**config.mk**
```make
export PLATFORM = sky130hd
export DESIGN_NAME = loss_scale_ctrl
export DESIGN_NICKNAME = d
export VERILOG_FILES = /design/src/rtl/lsc_pkg.sv /design/src/rtl/lsc_nf_scan.sv /design/src/rtl/lsc_clean_ctr.sv /design/src/rtl/lsc_scale_reg.sv /design/src/rtl/loss_scale_ctrl.sv
export SDC_FILE = /design/constraint.sdc
export NUM_CORES = 1
export LEC_CHECK = 0
export BUFFER_PORTS_ARGS = -buffer_cell sky130_fd_sc_hd__buf_2
export CAP_MARGIN = 20
export CORE_ASPECT_RATIO = 1.4
export CORE_UTILIZATION = 30
export DETAILED_ROUTE_END_ITERATION = 12
export PLACE_DENSITY_LB_ADDON = 0.05
export SLEW_MARGIN = 20
export SYNTH_ARGS = -nofsm -noshare
export SYNTH_HDL_FRONTEND = slang
export SYNTH_SLANG_ARGS = --single-unit
```
**constraint.sdc**
```tcl
create_clock -name clk -period 3.8 [get_ports clk]
set_clock_uncertainty 0.15 [all_clocks]
set_input_delay 0.38 -clock clk [delete_from_list [all_inputs] [get_ports clk]]
set_output_delay 0.38 -clock clk [all_outputs]
set_load 0.02 [all_outputs]
```
**src/rtl/lsc_pkg.sv**
```systemverilog
package lsc_pkg;
  localparam int HALF_W = 16;
  localparam int FRAC_W = 10;
  localparam int EXPF_W = 5;

  typedef enum logic [1:0] {
    OUT_NONE   = 2'd0,
    OUT_COMMIT = 2'd1,
    OUT_SKIP   = 2'd2
  } iter_outcome_e;

  function automatic logic is_nonfinite(input logic [HALF_W-1:0] w);
    return &w[FRAC_W +: EXPF_W];
  endfunction
endpackage

```
**src/rtl/lsc_nf_scan.sv**
```systemverilog
module lsc_nf_scan #(
  parameter int LANES = 2
) (
  input  logic                          clk,
  input  logic                          rst,
  input  logic                          clear,
  input  logic [LANES-1:0]              grad_vld,
  input  logic [LANES*lsc_pkg::HALF_W-1:0] grad_data,
  output logic                          ovf_iter
);
  import lsc_pkg::*;

  logic [LANES-1:0] lane_hit;
  logic             any_hit;
  logic             sticky_q;

  for (genvar i = 0; i < LANES; i++) begin : g_lane
    assign lane_hit[i] = grad_vld[i] && is_nonfinite(grad_data[i*HALF_W +: HALF_W]);
  end

  assign any_hit  = |lane_hit;
  assign ovf_iter = sticky_q | any_hit;

  always_ff @(posedge clk) begin
    if (rst || clear) sticky_q <= 1'b0;
    else if (any_hit) sticky_q <= 1'b1;
  end
endmodule

```
**src/rtl/lsc_clean_ctr.sv**
```systemverilog
module lsc_clean_ctr #(
  parameter int WIN_W  = 16,
  parameter int WINDOW = 2000
) (
  input  logic             clk,
  input  logic             rst,
  input  logic             load,
  input  logic [WIN_W-1:0] win_in,
  input  logic             step_clean,
  input  logic             step_ovf,
  output logic             reached
);
  localparam int CW = WIN_W + 1;

  logic [WIN_W-1:0] cnt_q;
  logic [WIN_W-1:0] win_q;
  logic [CW-1:0]    cnt_next;

  assign cnt_next = {1'b0, cnt_q} + CW'(1);
  assign reached  = cnt_next >= {1'b0, win_q};

  always_ff @(posedge clk) begin
    if (rst) begin
      cnt_q <= '0;
      win_q <= WIN_W'(WINDOW);
    end else if (load) begin
      cnt_q <= '0;
      win_q <= win_in;
    end else if (step_ovf) begin
      cnt_q <= '0;
    end else if (step_clean) begin
      cnt_q <= reached ? '0 : cnt_next[WIN_W-1:0];
    end
  end
endmodule

```
**src/rtl/lsc_scale_reg.sv**
```systemverilog
module lsc_scale_reg #(
  parameter int EXP_W    = 6,
  parameter int INIT_EXP = 16,
  parameter int MIN_EXP  = 0,
  parameter int MAX_EXP  = 40
) (
  input  logic             clk,
  input  logic             rst,
  input  logic             load,
  input  logic [EXP_W-1:0] init_in,
  input  logic [EXP_W-1:0] min_in,
  input  logic [EXP_W-1:0] max_in,
  input  logic             grow,
  input  logic             shrink,
  output logic [EXP_W-1:0] exp_o
);
  logic [EXP_W-1:0] exp_q, min_q, max_q;

  assign exp_o = exp_q;

  always_ff @(posedge clk) begin
    if (rst) begin
      exp_q <= EXP_W'(INIT_EXP);
      min_q <= EXP_W'(MIN_EXP);
      max_q <= EXP_W'(MAX_EXP);
    end else if (load) begin
      exp_q <= init_in;
      min_q <= min_in;
      max_q <= max_in;
    end else if (shrink) begin
      if (exp_q > min_q) exp_q <= exp_q - EXP_W'(1);
    end else if (grow) begin
      if (exp_q < max_q) exp_q <= exp_q + EXP_W'(1);
    end
  end
endmodule

```
**src/rtl/loss_scale_ctrl.sv**
```systemverilog
module loss_scale_ctrl #(
  parameter int LANES    = 2,
  parameter int EXP_W    = 6,
  parameter int WIN_W    = 16,
  parameter int INIT_EXP = 16,
  parameter int MIN_EXP  = 0,
  parameter int MAX_EXP  = 40,
  parameter int WINDOW   = 2000
) (
  input  logic                     clk,
  input  logic                     rst,
  input  logic                     cfg_load,
  input  logic [EXP_W-1:0]         cfg_init_exp,
  input  logic [EXP_W-1:0]         cfg_min_exp,
  input  logic [EXP_W-1:0]         cfg_max_exp,
  input  logic [WIN_W-1:0]         cfg_window,
  input  logic [LANES-1:0]         grad_vld,
  input  logic [LANES*16-1:0]      grad_data,
  input  logic                     iter_end,
  output logic                     upd_commit,
  output logic                     upd_skip,
  output logic [EXP_W-1:0]         scale_exp,
  output logic [EXP_W-1:0]         unscale_exp
);
  import lsc_pkg::*;

  logic          ovf_iter, win_reached, close_iter, do_skip, do_clean;
  iter_outcome_e outcome_q;
  logic [EXP_W-1:0] unscale_q;

  assign close_iter = iter_end && !cfg_load;
  assign do_skip    = close_iter && ovf_iter;
  assign do_clean   = close_iter && !ovf_iter;

  lsc_nf_scan #(.LANES(LANES)) u_scan (
    .clk      (clk),
    .rst      (rst),
    .clear    (iter_end || cfg_load),
    .grad_vld (grad_vld),
    .grad_data(grad_data),
    .ovf_iter (ovf_iter)
  );

  lsc_clean_ctr #(.WIN_W(WIN_W), .WINDOW(WINDOW)) u_ctr (
    .clk       (clk),
    .rst       (rst),
    .load      (cfg_load),
    .win_in    (cfg_window),
    .step_clean(do_clean),
    .step_ovf  (do_skip),
    .reached   (win_reached)
  );

  lsc_scale_reg #(
    .EXP_W(EXP_W), .INIT_EXP(INIT_EXP), .MIN_EXP(MIN_EXP), .MAX_EXP(MAX_EXP)
  ) u_scale (
    .clk    (clk),
    .rst    (rst),
    .load   (cfg_load),
    .init_in(cfg_init_exp),
    .min_in (cfg_min_exp),
    .max_in (cfg_max_exp),
    .grow   (do_clean && win_reached),
    .shrink (do_skip),
    .exp_o  (scale_exp)
  );

  always_ff @(posedge clk) begin
    if (rst) begin
      outcome_q <= OUT_NONE;
      unscale_q <= EXP_W'(INIT_EXP);
    end else begin
      if (do_skip)       outcome_q <= OUT_SKIP;
      else if (do_clean) outcome_q <= OUT_COMMIT;
      else               outcome_q <= OUT_NONE;
      if (do_clean) unscale_q <= scale_exp;
    end
  end

  assign upd_commit  = (outcome_q == OUT_COMMIT);
  assign upd_skip    = (outcome_q == OUT_SKIP);
  assign unscale_exp = unscale_q;
endmodule

```
Word-level counts from Yosys, hierarchy flattened
Index checks and enable logic that the tools add are counted.

Bits of input ports: 72. Output and inout port bits: 14. Register bits after elaboration: 59. Logic and storage cells: 45.

Add/sub/neg operators: 3. Equality and inequality tests: 3. Multiplexer cells: 8. Magnitude comparators: 3. Reductions and logical operators: 18. Bitwise logic cells: 1.

Operators with widths (number): $mux 6 (5); $add 16x1->17 const B (1); $ge 17x16->1 (1); $mux 16 (1); $reduce_and 5->1 (2); $add 6x1->6 const B (1); $gt 6x6->1 (1); $logic_and 1x1->1 (6); $lt 6x6->1 (1); $reduce_bool 3->1 (2); $sub 6x1->6 const B (1); $reduce_or 2->1 (2); $ne 3x2->1 const B (1); $reduce_and 3->1 (1); $reduce_or 3->1 (1); $eq 2x1->1 const B (1); $eq 2x2->1 const B (1); $logic_not 1->1 (2); $logic_or 1x1->1 (2); $mux 2 (1); $mux 1 (1); $or 1x1->1 (1).

Depth between registers and ports, before layout
Gate-level depths: netlist of the first run.

Word-level depth: 10. Mapped depth: 14. Depth with buffers taken out: 13.

Modules after synthesis
A second synthesis of the first run with hierarchy kept.

Cells, all modules: 416. Area total of the unflattened synthesis: 3639.7 um^2.

Modules (own cells, without submodules): lsc_clean_ctr (times used 1, cells an instance 238, seq. area each 640.6 um^2, area each 2020.7 um^2); lsc_scale_reg (times used 1, cells an instance 135, seq. area each 360.3 um^2, area each 1187.4 um^2); loss_scale_ctrl (times used 1, cells an instance 36, seq. area each 160.2 um^2, area each 366.6 um^2); lsc_nf_scan (times used 1, cells an instance 7, seq. area each 20.0 um^2, area each 65.1 um^2).

Least setup slack after synthesis of the first run
OpenSTA, ideal clock, no wires.

Path kind: reg2reg. From: register u_ctr.cnt_q[0]. To: register u_scale.exp_q[4], in the netlist u_scale.exp_o[4]. Period minus slack after synthesis: 3.184 ns. Data arrival time: 2.904 ns. Path slack: 0.616 ns. Stages on the path, launching flop included: 15. Setup time: 0.130 ns. Path buffers: 1. Required time: 3.520 ns. Cells stage by stage: dfxtp_1 ha_1 nand2_1 nor2_1 nand3_1 xnor2_1 ha_1 and4_1 nor3b_1 o31ai_4 nand4_4 a221o_1 buf_6 mux2i_1 nand2_1.

Longest elaborated chain between the ends: 5.

RTL lines: from (decl) (line lsc_clean_ctr.sv:15) `logic [WIN_W-1:0] cnt_q;`; from (signal assigned) (line lsc_clean_ctr.sv:32) `cnt_q <= reached ? '0 : cnt_next[WIN_W-1:0];`; $add 16x1->17 (line lsc_clean_ctr.sv:19) `assign cnt_next = {1'b0, cnt_q} + CW'(1);`; $ge 17x16->1 (line lsc_clean_ctr.sv:20) `assign reached = cnt_next >= {1'b0, win_q};`; $logic_and 1x1->1 (line loss_scale_ctrl.sv:63) `.grow (do_clean && win_reached),`; $reduce_bool 3->1 (no source line); $reduce_and 3->1 (no source line); to (signal assigned) (line lsc_scale_reg.sv:23) `exp_q <= EXP_W'(INIT_EXP);`; to (signal assigned) (line lsc_scale_reg.sv:27) `exp_q <= init_in;`; to (signal assigned) (line lsc_scale_reg.sv:31) `if (exp_q > min_q) exp_q <= exp_q - EXP_W'(1);`; to (decl) (line lsc_scale_reg.sv:17) `logic [EXP_W-1:0] exp_q, min_q, max_q;`.

No other way between the ends. A chain may end at the register's enable or synchronous reset.

Final worst setup path of the first run
From: register u_ctr.cnt_q[7]. To: register u_scale.exp_q[0], in the netlist u_scale.exp_o[0].

The elaborated chain is that of the path after synthesis.

==> out/qor.txt, run 1 <==
Number of antenna violations at the first check in global routing: 0
Final setup violation count: 0
Number of enable-type register cells in the synthesized netlist: 0
Setup repair after global routing missed its margin: no
Initial standard-cell utilization of the core: 31.2%
Max incr delay on CP: 420 ps
Dpl hpwl: 6410 um
Nets in the synthesized netlist: 508
Type of the worst min-delay path: in -> reg
Arrival time reported for the critical path endpoint: 3430 ps
Num ports: 86
Area growth from synthesis to layout: 25.5%
Worst setup path category: reg -> reg
Port Buf Inserts: 63
Total CTS buffers: 9
Max rail drop VDD: 0.238 mV
Floorplan die width: 92.6 um
Worst max-slew margin expressed relative to the limit: 46.8%
Worst-case register-to-register setup slack: 410 ps
Outcome: complete, no violations
Number of standard cells after synthesis: 403
Via Count: 2995
Total negative slack: 0 ps
Number of maximum-capacitance constraint violations: 0
Pins Over Slew Limit: 0
Longest Clk Path Bufs: 2
Final period demand of the worst path: 3390 ps
Leak Pwr: 1.98 nW
Largest net degree at the start of global routing: 51
Area of all sequential standard cells: 1180 um2
Net count, final: 580
Clk root buf: sky130_fd_sc_hd__clkbuf_16
Gates resized, CTS repair: 0
Multi-input gate area in the final layout: 2050 um2
Top library cells by usage in the layout, fill and taps aside: sky130_fd_sc_hd__buf_2, sky130_fd_sc_hd__dfxtp_1, sky130_fd_sc_hd__nand2_1
Category of the worst setup path capture point: flop
CTS Hold Bufs: 0
Mean number of vias per cell: 4.82
Overall Power: 1.80 mW
Number of iterations in the first detailed-routing pass: 4
Die area: 11900 um2
CTS Sinks: 59
Global-route usage over all layers: 15.4%
Top FF cell, synth: sky130_fd_sc_hd__dfxtp_1
Kind of cell adding the most delay to the critical path: simple AND/OR/NAND/NOR gates
Source-to-sink clock delay at the later pin of the worst-skew pair: 330 ps
Fin. Hold Viols: 0
Reg-to-reg startpoint: u_ctr.cnt_q[7]
Synth unique cells: 51
Hold WS: 104 ps
Total of flip-flops plus latches after synthesis: 59
Cell area after technology mapping: 3450 um2
DRC marker count from the first detailed-route iteration: 121
Maximum clock rate: 295 MHz
Buffers plus inverters on the worst setup path: 3
Transition time of the tightest slew-check pin: 798 ps
Wire length of the first global-routing pass: 13900 um
Routability-driven placement congestion ratio: 0.773
Startpoint kind of the worst setup timing path: flop
Ys async rst share: 0%
Most common cell after layout, fill and taps aside: sky130_fd_sc_hd__buf_2
Reg-to-reg critical path endpoint: u_scale.exp_o[0]
Chip Height: 129 um
WL/cell: 13.7 um
CP cell instances: nand4_2, nor3_1, and3_1, xor2_1, ha_1, nand3_1, nor3_1, buf_4, o311ai_2, nand4_4, a221o_1, buf_12, buf_12, nor2_2, a211oi_2
Post CTS Setup Buffer Count: 0
Warnings, synthesis: 0
Grt ovf: 0
Filler Cell Count: 1165
Fraction of the cycle the final worst path needs: 89.3%
Depth of the worst register-to-register path: 15
Clock transition at the registers of the reported paths: 50 ps
Number of H-tree levels: 3
Syn Area/Cell: 8.55 um2
WHS Path Cells: 2
Std cell rows: 45
Layout cell share with drive strength beyond 1: 23.1%
Number of stages on the worst setup path: 15
Crit Path Max Fanout: 7
Cell Pwr Density: 417 nW/um2
Antenna cells: 0
Required time at the endpoint of the critical path: 3840 ps
Number of global-route vias before repair: 2890
Worst Setup EP: u_scale.exp_o[0]
Total Routed Length: 8540 um
Post-DRT Antenna Nets: 0
CTS tree: done
Area of the core: 11000 um2
Sequential area share after synthesis: 34.3%
Library cell contributing the largest single delay on the critical path: sky130_fd_sc_hd__dfxtp_1
Launch point of the worst path: u_ctr.cnt_q[7]
# DRC: 0
## sequential cells by signal, summed over array words and instances (netlist names)
name / flops
u_scale.max_q: 6
outcome_q: 2
u_scan.sticky_q: 1
u_ctr.cnt_q: 16
unscale_exp: 6
u_ctr.win_q: 16
u_scale.min_q: 6
u_scale.exp_o: 6
## per-layer routing
metal  track usage, %  part of all wire (%)  wire length [um]
met3             3.43                   3.3               283
met1             17.4                    43              3640
met5                0                     0                 0
met2             27.0                    52              4420
met4             7.81                   2.3               195
## how the worst min path moves through the flow
stage              startpoint              end  slack, ps
6_report             iter_end  u_scan.sticky_q        100
5_1_grt              iter_end  u_scan.sticky_q        110
4_1_cts              iter_end  u_scan.sticky_q         90
3_5_place_dp   unscale_exp[0]   unscale_exp[0]        300
3_3_place_gp   unscale_exp[3]   unscale_exp[3]        290
2_1_floorplan  u_ctr.cnt_q[1]   u_ctr.cnt_q[1]        300
## final cells by class
class,instances,area share (%)
Clock buffer,11,5.61
Multi-Input combinational cell,295,47.5
Clock inverter,5,2.31
Inverter,32,2.78
Tap cell,141,4.08
Timing Repair Buffer,78,10.5
Sequential cell,59,27.3
## report_power, final
group / internal, mW / switching [mW] / total [mW]
logic: 0.0869 / 0.108 / 0.195
registers: 0.646 / 0.0202 / 0.666
clock network: 0.655 / 0.286 / 0.942
total: 1.39 / 0.415 / 1.80
## kinds of logic (layout without fill, tap and decap cells)
logic type	count (synthesis)	count (layout)	share of synthesized area [%]
AO/OA/AOI/OAI	74	74	14.3
XOR/XNOR	17	17	4.72
adder cells (fa/ha/maj)	33	33	12.2
buffers and inverters	49	126	6.17
flip-flops	59	59	34.3
multiplexers	24	24	7.01
AND/OR/NAND/NOR	147	147	21.4
## through the flow
step	setup WS, ps	instances	utilization, %	instance area, um2
3_5_place_dp	391	605	36.1	3980
6_report	406	621	39.2	4330
3_3_place_gp	375	605	36.1	3980
5_1_grt	96.6	621	39.2	4330
4_1_cts	359	621	39.2	4330
2_1_floorplan	616	403	-	3450
## synthesized netlist by cell type (5+ instances only)
library cell,count,area [um2]
sky130_fd_sc_hd__dfxtp_1,59,1180
sky130_fd_sc_hd__nand2_1,52,195
sky130_fd_sc_hd__nor2_1,39,146
sky130_fd_sc_hd__a21oi_1,32,160
sky130_fd_sc_hd__ha_1,32,400
sky130_fd_sc_hd__inv_1,31,116
sky130_fd_sc_hd__mux2i_1,23,230
sky130_fd_sc_hd__nand3_1,16,80.1
sky130_fd_sc_hd__o21ai_0,12,60.1
sky130_fd_sc_hd__o211ai_1,10,75.1
sky130_fd_sc_hd__xnor2_1,10,87.6
sky130_fd_sc_hd__clkbuf_1,9,33.8
sky130_fd_sc_hd__nor2b_1,6,37.5
sky130_fd_sc_hd__xor2_1,6,52.6
sky130_fd_sc_hd__nand3b_1,5,37.5
Note: power is estimated with default switching activity, not from simulation.
==> run 2, diff against run 1 <==
CELL_PAD_IN_SITES_DETAIL_PLACEMENT = 1   (was not set)
CELL_PAD_IN_SITES_GLOBAL_PLACEMENT = 2   (was not set)
==> run 2 against run 1 <==
- final cell count increased by 0.48%
- critical path depth fell by 1
- non-clock buffer count rose by 4
- clock power is 8.2% lower
- wire length rose by 10%
- largest power group unchanged
==> out/qor.txt, run 2 (synthesized netlist as in run 1, its figures left out) <==
Outcome: complete, no violations
Grt ovf: 0
Net count, final: 584
Arrival time reported for the critical path endpoint: 3370 ps
Final period demand of the worst path: 3340 ps
Std cell rows: 45
Total negative slack: 0 ps
Type of the worst min-delay path: in -> reg
Port Buf Inserts: 63
Total CTS buffers: 9
Startpoint of the tightest hold check path: iter_end
Depth of the worst register-to-register path: 14
Top library cells by usage in the layout, fill and taps aside: sky130_fd_sc_hd__buf_2, sky130_fd_sc_hd__dfxtp_1, sky130_fd_sc_hd__nand2_1
Post CTS Setup Buffer Count: 0
Crit Path Max Fanout: 10
Number of stages on the worst setup path: 14
CTS tree: done
Startpoint kind of the worst setup timing path: flop
Sw power: 413 uW
Cell area after layout: 4310 um2
Fraction of the cycle the final worst path needs: 87.8%
Via Count: 3053
Worst max-slew margin expressed relative to the limit: 43.9%
CP cell instances: ha_1, nand2_1, nor2_1, nand3_1, xnor2_1, ha_1, and4_1, nor3b_1, o31ai_4, nand4_4, a221o_1, buf_4, mux2i_1, nor2_1
Worst-case register-to-register setup slack: 460 ps
Clock transition at the registers of the reported paths: 50 ps
Chip Height: 129 um
Number of global-route vias before repair: 3277
Post-DRT Antenna Nets: 0
Initial standard-cell utilization of the core: 31.2%
Transition time of the tightest slew-check pin: 841 ps
Clock share of power: 50.1%
Reg-to-reg critical path endpoint: u_scale.exp_o[5]
Setup repair after global routing missed its margin: no
Largest net degree at the start of global routing: 51
Floorplan die width: 92.6 um
CTS Sinks: 59
Number of H-tree levels: 3
Final setup violation count: 0
Overall Power: 1.73 mW
Layout cell share with drive strength beyond 1: 24.0%
Clk root buf: sky130_fd_sc_hd__clkbuf_16
Sequential group share of total power: 38.6%
Number of antenna violations at the first check in global routing: 0
Dpl hpwl: 7280 um
Total Routed Length: 9410 um
Max incr delay on CP: 400 ps
Most common cell after layout, fill and taps aside: sky130_fd_sc_hd__buf_2
DRC marker count from the first detailed-route iteration: 44
Source-to-sink clock delay at the later pin of the worst-skew pair: 330 ps
Antenna cells: 0
Net Sw Frac: 23.9%
# DRC: 0
Area growth from synthesis to layout: 25.0%
Maximum clock rate: 300 MHz
Cell Pwr Density: 401 nW/um2
Placement Cell Area: 3990 um2
Max rail drop VDD: 0.157 mV
Required time at the endpoint of the critical path: 3830 ps
Number of maximum-capacitance constraint violations: 0
Num ports: 86
Buffers plus inverters on the worst setup path: 1
Cell-internal power: 1.32 mW
Routability-driven placement congestion ratio: 0.788
Worst setup path category: reg -> reg
WL/cell: 15.1 um
Leading registers by flop count: u_ctr.cnt_q (16), u_ctr.win_q (16)
Die area: 11900 um2
Reg-to-reg startpoint: u_ctr.cnt_q[0]
Part of the total power dissipated in combinational logic: 11.4%
End of the worst hold path: u_scan.sticky_q
Core Util, Final: 39.1%
Category of the worst setup path capture point: flop
Kind of cell adding the most delay to the critical path: simple AND/OR/NAND/NOR gates
Leak Pwr: 1.98 nW
WHS Path Cells: 2
Fin. Hold Viols: 0
Wire length of the first global-routing pass: 16000 um
Area of the core: 11000 um2
Mean number of vias per cell: 4.89
Library cell contributing the largest single delay on the critical path: sky130_fd_sc_hd__dfxtp_1
Number of iterations in the first detailed-routing pass: 4
Setup WS pre-CTS: 215 ps
Longest Clk Path Bufs: 2
Global-route usage over all layers: 17.4%
Worst-case setup margin in the final layout: 463 ps
Pins Over Slew Limit: 0
## run 2: power by group through the flow
stage               Sequential (mW)  Clock, mW  Combinational (mW)
floorplan                     0.681          0               0.125
global placement              0.680          0               0.194
detailed placement            0.681          0               0.200
CTS                           0.668      0.900               0.202
global route                  0.671      0.926               0.225
finish                        0.667      0.865               0.196
## run 2: worst max-delay path by stage
stage,from,end,slack [ps]
5_1_grt,u_ctr.cnt_q[0],u_ctr.cnt_q[9],200
2_1_floorplan,u_ctr.cnt_q[0],u_scale.exp_o[4],620
6_report,u_ctr.cnt_q[0],u_scale.exp_o[5],460
3_3_place_gp,u_ctr.cnt_q[7],u_ctr.cnt_q[9],240
4_1_cts,u_ctr.cnt_q[0],u_ctr.cnt_q[9],190
3_5_place_dp,u_ctr.cnt_q[7],u_ctr.cnt_q[9],210
## run 2: stage by stage
stage | cells | hold slack (ps)
6_report | 624 | 123
2_1_floorplan | 403 | 299
4_1_cts | 624 | 114
3_5_place_dp | 609 | 304
3_3_place_gp | 609 | 292
5_1_grt | 624 | 113
## run 2: cell type report
type                    count  area (um2)
fillers                  1368        6730
clock inverters             5        77.6
inverters                  32         120
well taps                 141         176
repair buffers             82         458
multi-input cells         295        2060
clock buffers              10         239
flip-flops and latches     59        1180
## run 2: routing by layer
| layer | track usage, % | up-vias | share of wire (%) |
|---|---|---|---|
| li1 | - | 1544 | - |
| met1 | 18.8 | 1467 | 41 |
| met2 | 33.4 | 32 | 55 |
| met3 | 3.37 | 10 | 2.2 |
| met4 | 5.79 | 0 | 1.3 |
| met5 | 0 | - | 0 |
## run 2: timing repair
item,4_1_cts,5_1_grt
setup endpoints to repair,0,2
resized for setup,0,1
hold endpoints to repair,0,0
hold buffers,0,0
